--- src/rtl/xlat_rtlb_pkg.sv ---
package xlat_rtlb_pkg;
   typedef enum logic [2:0] {
      OP_NONE        = 3'd0,
      OP_FILL        = 3'd1,
      OP_FLUSH_ALL   = 3'd2,
      OP_FLUSH_LOCAL = 3'd3,
      OP_DROP        = 3'd4
   } rtlb_op_e;
endpackage

--- src/rtl/xlat_rtlb_match.sv ---
// Range comparator for one slot: start <= va < start + 2^lg, no wraparound.
module xlat_rtlb_match #(
   parameter int VA_W = 32,
   parameter int LG_W = 5
) (
   input  logic            vld,
   input  logic [VA_W-1:0] base,
   input  logic [LG_W-1:0] lg,
   input  logic [VA_W-1:0] va,
   output logic            hit
);
   logic [VA_W:0] limit;

   always_comb begin
      limit = {1'b0, base} + ((VA_W+1)'(1) << lg);
      hit   = vld && (va >= base) && ({1'b0, va} < limit);
   end
endmodule

--- src/rtl/xlat_rtlb_pick.sv ---
// Among the matching slots, selects the one with the smallest age.
module xlat_rtlb_pick #(
   parameter int ENTRIES = 8,
   parameter int AGE_W   = 3
) (
   input  logic [ENTRIES-1:0]            hits,
   input  logic [ENTRIES-1:0][AGE_W-1:0] ages,
   output logic                          found,
   output logic [AGE_W-1:0]              idx
);
   logic [AGE_W-1:0] best;

   always_comb begin
      found = 1'b0;
      idx   = '0;
      best  = '0;
      for (int i = 0; i < ENTRIES; i++) begin
         if (hits[i] && (!found || ages[i] < best)) begin
            found = 1'b1;
            idx   = AGE_W'(i);
            best  = ages[i];
         end
      end
   end
endmodule

--- src/rtl/xlat_rtlb_age.sv ---
// Valid bits and age counters. Age 0 is most recent, and the ages of the
// resident slots are always 0..count-1.
module xlat_rtlb_age #(
   parameter int ENTRIES = 8,
   parameter int AGE_W   = 3
) (
   input  logic                          clk,
   input  logic                          rst_n,
   input  logic                          mark_en,
   input  logic [AGE_W-1:0]              mark_idx,
   input  logic [ENTRIES-1:0]            free_vec,
   output logic [ENTRIES-1:0]            valid_q,
   output logic [ENTRIES-1:0][AGE_W-1:0] ages_q,
   output logic [AGE_W-1:0]              victim
);
   logic [ENTRIES-1:0]            valid_d;
   logic [ENTRIES-1:0][AGE_W-1:0] ages_d;
   logic [ENTRIES-1:0][AGE_W-1:0] dec;

   always_comb begin
      for (int i = 0; i < ENTRIES; i++) begin
         dec[i] = '0;
         for (int j = 0; j < ENTRIES; j++) begin
            if (free_vec[j] && valid_q[j] && (ages_q[j] < ages_q[i]))
               dec[i] = dec[i] + AGE_W'(1);
         end
      end
      valid_d = valid_q;
      ages_d  = ages_q;
      if (mark_en) begin
         for (int i = 0; i < ENTRIES; i++) begin
            if (AGE_W'(i) == mark_idx) begin
               valid_d[i] = 1'b1;
               ages_d[i]  = '0;
            end else if (valid_q[i] &&
                         (!valid_q[mark_idx] || ages_q[i] < ages_q[mark_idx])) begin
               ages_d[i] = ages_q[i] + AGE_W'(1);
            end
         end
      end else begin
         for (int i = 0; i < ENTRIES; i++) begin
            if (free_vec[i]) valid_d[i] = 1'b0;
            else             ages_d[i]  = ages_q[i] - dec[i];
         end
      end
   end

   always_ff @(posedge clk) begin
      if (!rst_n) begin
         valid_q <= '0;
         ages_q  <= '0;
      end else begin
         valid_q <= valid_d;
         ages_q  <= ages_d;
      end
   end

   // Lowest free slot first; when none is free, the oldest resident slot.
   always_comb begin
      victim = '0;
      for (int i = 0; i < ENTRIES; i++) begin
         if (valid_q[i] && ages_q[i] == AGE_W'(ENTRIES-1)) victim = AGE_W'(i);
      end
      for (int i = ENTRIES-1; i >= 0; i--) begin
         if (!valid_q[i]) victim = AGE_W'(i);
      end
   end
endmodule

--- src/rtl/xlat_rtlb.sv ---
module xlat_rtlb
   import xlat_rtlb_pkg::*;
#(
   parameter int ENTRIES = 8,
   parameter int VA_W    = 32,
   parameter int PA_W    = 32,
   parameter int LG_W    = $clog2(VA_W)
) (
   input  logic            clk,
   input  logic            rst_n,
   input  logic [VA_W-1:0] lk_va,
   input  logic            lk_touch,
   output logic            lk_hit,
   output logic [PA_W-1:0] lk_pa,
   output logic [LG_W-1:0] lk_size,
   output logic            lk_global,
   input  logic [2:0]      cmd_op,
   input  logic [VA_W-1:0] cmd_va,
   input  logic [LG_W-1:0] cmd_size,
   input  logic [PA_W-1:0] cmd_pa,
   input  logic            cmd_global
);
   localparam int AGE_W = (ENTRIES > 1) ? $clog2(ENTRIES) : 1;

   if (ENTRIES < 2 || ENTRIES > 64) begin : g_bad_entries
      $error("xlat_rtlb: ENTRIES must lie in 2..64");
   end
   if (VA_W < 2 || PA_W < 2) begin : g_bad_width
      $error("xlat_rtlb: address widths must be at least 2");
   end
   if ((1 << LG_W) < VA_W) begin : g_bad_lg
      $error("xlat_rtlb: LG_W too narrow for VA_W");
   end

   logic [VA_W-1:0] base_q [ENTRIES];
   logic [LG_W-1:0] lg_q   [ENTRIES];
   logic [PA_W-1:0] pa_q   [ENTRIES];
   logic [ENTRIES-1:0] glob_q;

   logic [ENTRIES-1:0]            ent_valid;
   logic [ENTRIES-1:0][AGE_W-1:0] ent_age;
   logic [ENTRIES-1:0]            lk_hits, cmd_hits;
   logic                          lk_found, cmd_found;
   logic [AGE_W-1:0]              lk_idx, cmd_idx, victim;
   logic                          mark_en;
   logic [AGE_W-1:0]              mark_idx;
   logic [ENTRIES-1:0]            free_vec;
   logic [VA_W-1:0]               off_mask;
   rtlb_op_e                      op;

   for (genvar g = 0; g < ENTRIES; g++) begin : g_slot
      xlat_rtlb_match #(.VA_W(VA_W), .LG_W(LG_W)) u_lk_cmp (
         .vld(ent_valid[g]), .base(base_q[g]), .lg(lg_q[g]),
         .va(lk_va), .hit(lk_hits[g]));
      xlat_rtlb_match #(.VA_W(VA_W), .LG_W(LG_W)) u_cmd_cmp (
         .vld(ent_valid[g]), .base(base_q[g]), .lg(lg_q[g]),
         .va(cmd_va), .hit(cmd_hits[g]));
   end

   xlat_rtlb_pick #(.ENTRIES(ENTRIES), .AGE_W(AGE_W)) u_lk_pick (
      .hits(lk_hits), .ages(ent_age), .found(lk_found), .idx(lk_idx));
   xlat_rtlb_pick #(.ENTRIES(ENTRIES), .AGE_W(AGE_W)) u_cmd_pick (
      .hits(cmd_hits), .ages(ent_age), .found(cmd_found), .idx(cmd_idx));

   xlat_rtlb_age #(.ENTRIES(ENTRIES), .AGE_W(AGE_W)) u_age (
      .clk(clk), .rst_n(rst_n), .mark_en(mark_en), .mark_idx(mark_idx),
      .free_vec(free_vec), .valid_q(ent_valid), .ages_q(ent_age),
      .victim(victim));

   always_comb begin
      op       = rtlb_op_e'(cmd_op);
      mark_en  = 1'b0;
      mark_idx = lk_idx;
      free_vec = '0;
      case (op)
         OP_FILL: begin
            mark_en  = 1'b1;
            mark_idx = victim;
         end
         OP_FLUSH_ALL:   free_vec = ent_valid;
         OP_FLUSH_LOCAL: free_vec = ent_valid & ~glob_q;
         OP_DROP: begin
            for (int i = 0; i < ENTRIES; i++)
               free_vec[i] = cmd_found && (AGE_W'(i) == cmd_idx);
         end
         default: mark_en = lk_touch && lk_found;
      endcase
   end

   always_ff @(posedge clk) begin
      if (!rst_n) begin
         glob_q <= '0;
      end else if (op == OP_FILL) begin
         base_q[victim] <= cmd_va;
         lg_q[victim]   <= cmd_size;
         pa_q[victim]   <= cmd_pa;
         glob_q[victim] <= cmd_global;
      end
   end

   always_comb begin
      off_mask  = ~({VA_W{1'b1}} << lg_q[lk_idx]);
      lk_hit    = lk_found;
      lk_pa     = '0;
      lk_size   = '0;
      lk_global = 1'b0;
      if (lk_found) begin
         lk_pa     = pa_q[lk_idx] | PA_W'(lk_va & off_mask);
         lk_size   = lg_q[lk_idx];
         lk_global = glob_q[lk_idx];
      end
   end
endmodule

--- config.mk ---
export PLATFORM = sky130hd
export DESIGN_NAME = xlat_rtlb
export DESIGN_NICKNAME = d
export VERILOG_FILES = /design/src/rtl/xlat_rtlb_pkg.sv /design/src/rtl/xlat_rtlb_match.sv /design/src/rtl/xlat_rtlb_pick.sv /design/src/rtl/xlat_rtlb_age.sv /design/src/rtl/xlat_rtlb.sv
export SDC_FILE = /design/constraint.sdc
export NUM_CORES = 2
export LEC_CHECK = 0
export ABC_AREA = 1
export CAP_MARGIN = 20
export CORE_MARGIN = 2
export CORE_UTILIZATION = 51
export CTS_BUF_LIST = sky130_fd_sc_hd__clkbuf_4
export DETAILED_ROUTE_END_ITERATION = 10
export DONT_BUFFER_PORTS = 1
export PLACE_DENSITY = 0.62
export SKIP_CTS_REPAIR_TIMING = 1
export SLEW_MARGIN = 20
export SYNTH_ARGS = -nofsm -noshare
export SYNTH_HDL_FRONTEND = slang
export SYNTH_SLANG_ARGS = --single-unit
--- constraint.sdc ---
create_clock -name clk -period 33.5 [get_ports clk]
set_input_delay 5.025 -clock clk [delete_from_list [all_inputs] [get_ports clk]]
set_output_delay 5.025 -clock clk [all_outputs]
set_load 0.005 [all_outputs]
* Word-level counts from Yosys, hierarchy flattened
Memory sizes are Yosys's and may differ from the RTL's. Cells that the tools add are included.
Word-level totals: register bits 40, bits in writable memories 552, memories kept 3, input bits 108, logic and storage cells 675
Operators by class: reductions and logical operators 207, shift-type cells 9, bitwise logic cells 5, $lt $le $gt $ge 122, eq/ne operators 49, $add $sub $neg 80, muxes and demuxes 183
Memories:
- base_q | depth 8, width 32, rd ports 8, clocked after Yosys merged registers in 0, write ports 1, line xlat_rtlb.sv:35 | logic [VA_W-1:0] base_q [ENTRIES];
- pa_q | depth 8, width 32, rd ports 1, clocked after Yosys merged registers in 0, write ports 1, line xlat_rtlb.sv:37 | logic [PA_W-1:0] pa_q [ENTRIES];
- lg_q | depth 8, width 5, rd ports 9, clocked after Yosys merged registers in 0, write ports 1, line xlat_rtlb.sv:36 | logic [LG_W-1:0] lg_q [ENTRIES];
Operators with widths (number):
- less-than comparator 32 x 33 -> 1 bit | 16
- >= comparator 32 bit | 16
- 2-to-1 mux 3 bit | 116
- adder 32 x 33 -> 33 bit | 8
- left shift 1 x 5 -> 33 bit (first input constant) | 8
- less-than comparator 3 bit | 86
- adder 3 x 1 -> 3 bit (second input constant) | 56
- logical AND 1 bit | 143
- 2-to-1 mux 1 bit | 50
- bitwise AND 32 bit | 1
- 2-to-1 mux 32 bit | 1
- NOT 32 bit | 1
- OR 32 bit | 1
- AND reduction 2 bit | 16
- left shift 32 x 5 -> 32 bit (first input constant) | 1
- equality test 3 bit (first input constant) | 8
- equality test 3 bit (second input constant) | 8
- 2-to-1 mux 24 bit | 1
- != test 3 x 1 -> 1 bit (second input constant) | 8
- one-hot mux 8 bit (3 select lines) | 1
- subtractor 3 bit | 8
- logical OR 1 bit | 22
- adder 1 x 1 -> 2 bit (second input constant) | 8
- != test 2 x 1 -> 1 bit (second input constant) | 8
- 21 further kinds | 63

* Logic depth before layout (Yosys ltp)
An unclocked memory read counts as a cell.
word-level depth 57, depth in mapped cells 131, mapped depth without buffers 130

* Cells and area by module
A second synthesis with hierarchy kept.
Second synthesis, totals: cell total of the unflattened synthesis 13339, area total of the unflattened synthesis 91505.3 um^2
Modules (own cells, without submodules):
- xlat_rtlb_match at g_slot[1].u_lk_cmp ... | cells each 645, seq. area each 0.0 um^2, area each 3788.6 um^2, instances 8
- xlat_rtlb_match at g_slot[0].u_cmd_cmp ... | cells each 632, seq. area each 0.0 um^2, area each 3804.9 um^2, instances 6
- xlat_rtlb | cells each 1378, seq. area each 16736.1 um^2, area each 20632.3 um^2, instances 1
- xlat_rtlb_age | cells each 1430, seq. area each 640.6 um^2, area each 8473.1 um^2, instances 1
- xlat_rtlb_match at g_slot[4].u_lk_cmp | cells each 645, seq. area each 0.0 um^2, area each 3814.9 um^2, instances 1
- xlat_rtlb_match at g_slot[2].u_lk_cmp | cells each 642, seq. area each 0.0 um^2, area each 3774.9 um^2, instances 1
- xlat_rtlb_pick | cells each 146, seq. area each 0.0 um^2, area each 835.8 um^2, instances 2

* Least setup slack after synthesis
Ideal clock, no wire load.
kind in2out, start point in lk_va[0], end point out lk_pa[22], data required time 28.475 ns, slack 15.136 ns, path buffers 1, arrival time 13.339 ns, stages 71, path through inv_1 -> ha_1 -> inv_1 -> nand2_1 -> a21oi_1 -> o21ai_0 -> a21oi_1 -> o21a_1 -> o21ai_0 -> a21oi_1 -> o21ai_0 -> nand2_1 -> inv_1 -> nand2_1 -> inv_2 -> nand2_1 -> ha_1 -> a21oi_1 -> [35 not listed] -> ha_1 -> nand2_1 -> inv_1 -> nand2_1 -> nand2_1 -> nand2_1 -> nand2_4 -> nand2_2 -> buf_4 -> o21ai_0 -> o21ai_1 -> o21ai_1 -> inv_2 -> o21ai_2 -> o21ai_1 -> nor2_1 -> nand2_1 -> a21oi_1
On the way: cells in the longest elaborated chain, start to end 38, elaborated cells on any way between the ends 89
Ends and longest elaborated chain:
- start, declared | line xlat_rtlb.sv:11 | input logic [VA_W-1:0] lk_va,
- >= comparator 32 bit | line xlat_rtlb_match.sv:16 | hit = vld && (va >= base) && ({1'b0, va} < limit);
- logical AND 1 bit (2 in series) | line xlat_rtlb_match.sv:16
- 2-to-1 mux 3 bit or 2-to-1 mux 1 bit (tied branches) | line xlat_rtlb_pick.sv:18 | if (hits[i] && (!found || ages[i] < best)) begin
- less-than comparator 3 bit or zero test 1 bit (tied branches) | line xlat_rtlb_pick.sv:18
- logical OR 1 bit | line xlat_rtlb_pick.sv:18
- logical AND 1 bit | line xlat_rtlb_pick.sv:18
- 2-to-1 mux 3 bit or 2-to-1 mux 1 bit (tied branches) | line xlat_rtlb_pick.sv:18
- less-than comparator 3 bit or zero test 1 bit (tied branches) | line xlat_rtlb_pick.sv:18
- [21 not listed]
- logical AND 1 bit | line xlat_rtlb_pick.sv:18
- 2-to-1 mux 3 bit | line xlat_rtlb_pick.sv:18
- memory (8 x 5 bit)
- left shift 32 x 5 -> 32 bit | line xlat_rtlb.sv:102 | off_mask = ~({VA_W{1'b1}} << lg_q[lk_idx]);
- NOT 32 bit | line xlat_rtlb.sv:102
- bitwise AND 32 bit | line xlat_rtlb.sv:108 | lk_pa = pa_q[lk_idx] | PA_W'(lk_va & off_mask);
- OR 32 bit | line xlat_rtlb.sv:108
- 2-to-1 mux 32 bit (*) | line xlat_rtlb.sv:107 | if (lk_found) begin
- end, declared | line xlat_rtlb.sv:14 | output logic [PA_W-1:0] lk_pa,
Every way passes the cells marked *; elsewhere a longest branch is shown, timed or not.

* Worst setup path in the final report
start point in lk_va[0], end point out lk_pa[29]
Same word-level chain as after synthesis.

==> qor.yml <==
grt_pass1_wl_um: 334000
finalClockSkew_ns: 0.1270
hold_viol_final: 0
grt-ovfl-total: 0
layout_commonest_cell: "ha_1"
rows: 130
critical_path_arrival_ns: 17.75
nNetsFinal: 9571
syn_area_per_cell_um2: 8.221
drt_pass1_iterations: 8
vdd_drop_max_uv: 31.33
critPathMaxStageDelay_ns: 0.81
post-place-ws_ns: 11.07
viasPerCell: 6.057
drt_iter0_markers: 5089
async_flop_share_pct: 0
p_leak_nw: 33.05
fin_crit_ns: 22.77
finalSetupViolCount: 0
drive_above_1_share_pct: 6.071
grt_pass1_vias: 57860
rsz0062_at_grt: "no"
synth-seq-area-share_pct: 26.75
syn_to_final_growth_pct: 6.547
fp.dieW_um: 360.9
cts_buffers: 174
synth_ff_type: "edfxtp_1"
dp_hpwl_um: 170100
slew_viol_final: 0
ioPinCount: 147
fin_ws_ns: 10.73
cts_max_path_buffers: 3
clkSlewWorstSetupHoldPaths_ns: 0.06
slew_headroom_pct: 22.76
status: "completed"
synth_warnings: 0
total_power_mw: 1.831
drcViolationCount: 0
cts.sinks: 592
fin_crit_sh_pct: 67.98
fin_util_pct: 54.90
grt_start_max_net_pins: 94
core_um2: 126100
end_kind: "output port"
start_util_pct: 51.53
worstSetupStartpointType: "primary input"
synth_nets: 9491
cap_violations: 0
cts_tree: "built"
final_cell_mix: "ha_1 (1466), nand2_1 (1255), a21oi_1 (977), inv_1 (795), nor2_1 (671)"
crit_top_cell: "nand2_1"
gp_congestion: 1.034
fmaxAchievable_ghz: 0.04391
p_per_area_nw_per_um2: 26.46
dieArea_um2: 130200
clk_latency_ns: 1.30
cp_max_fo: 93
track_usage_pct: 33.52
detail-route-antenna-nets: 0
worstMarginPinSlew_ns: 1.146
fillers: 11770
ctsRootBufferMaster: "clkbuf_4"
critPathSlowestCell: "buf_4"
worstSetupPathType: "primary input to output port"
port_buffers: 0
min_path_type: "flip-flop to flip-flop"
syn_inst: 7901
fin_setup_tns_ns: 0
wl_um: 222400
required_ns: 28.47
antenna_found_initial: 9
synth_edf_count: 552
die_y_um: 360.9
synth_area_um2: 64960
wl_per_cell_um: 22.73
synth_seq_cells: 592
synthDistinctLibCells: 74
num_vias: 59270
h-tree-depth: 4
[sequential cells by signal (all words and copies together) (netlist names)]
name,flops
glob_q,8
lg_q,40
u_age.ages_q,24
base_q,256
pa_q,256
u_age.valid_q,8
[synth_stat cells (60+ instances only)]
cell	instances	share of area, %
nor3_1	108	0.83
nand3_1	292	2.2
edfxtp_1	552	26
clkbuf_1	92	0.53
inv_1	797	4.6
xor2_1	184	2.5
o21ai_0	349	2.7
nand2_2	60	0.58
a211oi_1	62	0.72
xnor2_1	77	1.0
a21oi_1	977	7.5
nand2_1	1255	7.3
a31oi_1	72	0.69
ha_1	1466	28
nand4_1	233	2.2
nor2_1	680	3.9
[worst max-delay path: cells and delay by family]
family / cells / cell delay (ns)
AND/OR/NAND/NOR: 34 / 3.20
buffers and inverters: 10 / 2.31
adder cells (fa/ha/maj): 8 / 2.37
AO/OA/AOI/OAI: 21 / 4.76
[per-stage QoR]
stage               hold slack (ns)  instances  instance area (µm²)
finish                       0.5028       9785                69210
global route                 0.5140       9782                69200
CTS                          0.5016       9770                69170
detailed placement           0.4919       9455                66820
global placement             0.4893       9455                66820
floorplan                    0.4414       7901                64960
[per-layer routing]
metal | vias to the layer above | global-route usage, % | wire length [µm]
li1 | 28560 | - | -
met3 | 521 | 5.289 | 16380
met2 | 2259 | 55.00 | 100600
met4 | 2 | 15.69 | 10880
met5 | - | 0 | 13
met1 | 27930 | 43.16 | 94480
[power by group]
group          switching (mW)  leakage, nW  internal [mW]
clock                   0.378         1.35          0.376
combinational           0.157         26.4          0.101
sequential            0.00719         5.29          0.812
total                   0.543         33.1           1.29
[cell families (layout without fill, tap and decap cells)]
family                   after synthesis  after routing  share of synthesized area, %
AND/OR/NAND/NOR                     2709           2709                         18.06
AO/OA/AOI/OAI                       1833           1833                         16.17
adder cells (fa/ha/maj)             1482           1482                         28.73
buffers and inverters                990           1209                         5.858
flip-flops                           592            592                         26.75
XOR/XNOR                             285            285                         4.259
multiplexers                          10             10                        0.1637
other                                  0             15                             0
[cell type report]
type                            count  area (µm²)  area share [%]
Sequential cell                   592       17380           25.11
Timing Repair Buffer               47       352.8          0.5098
Clock inverter                     85       615.6          0.8895
Clock buffer                      230        1727           2.495
Multi-Input combinational cell   6319       43850           63.36
Antenna cell                       15       37.54         0.05424
Inverter                          847        3182           4.597
Tap cell                         1650        2064           2.983
[path summary, 6_finish.rpt]
check | slack [ns] | endpoint | startpoint | depth (start not counted)
max | 10.73 | lk_pa[29] | lk_va[0] | 73
min | 0.50 | glob_q[7] | glob_q[7] | 2
max reg2reg | 16.33 | u_age.ages_q[20] | lg_q[0][4] | 100
min reg2reg | 0.50 | glob_q[7] | glob_q[7] | 2
No activity file was read; power rests on OpenSTA's default activity.
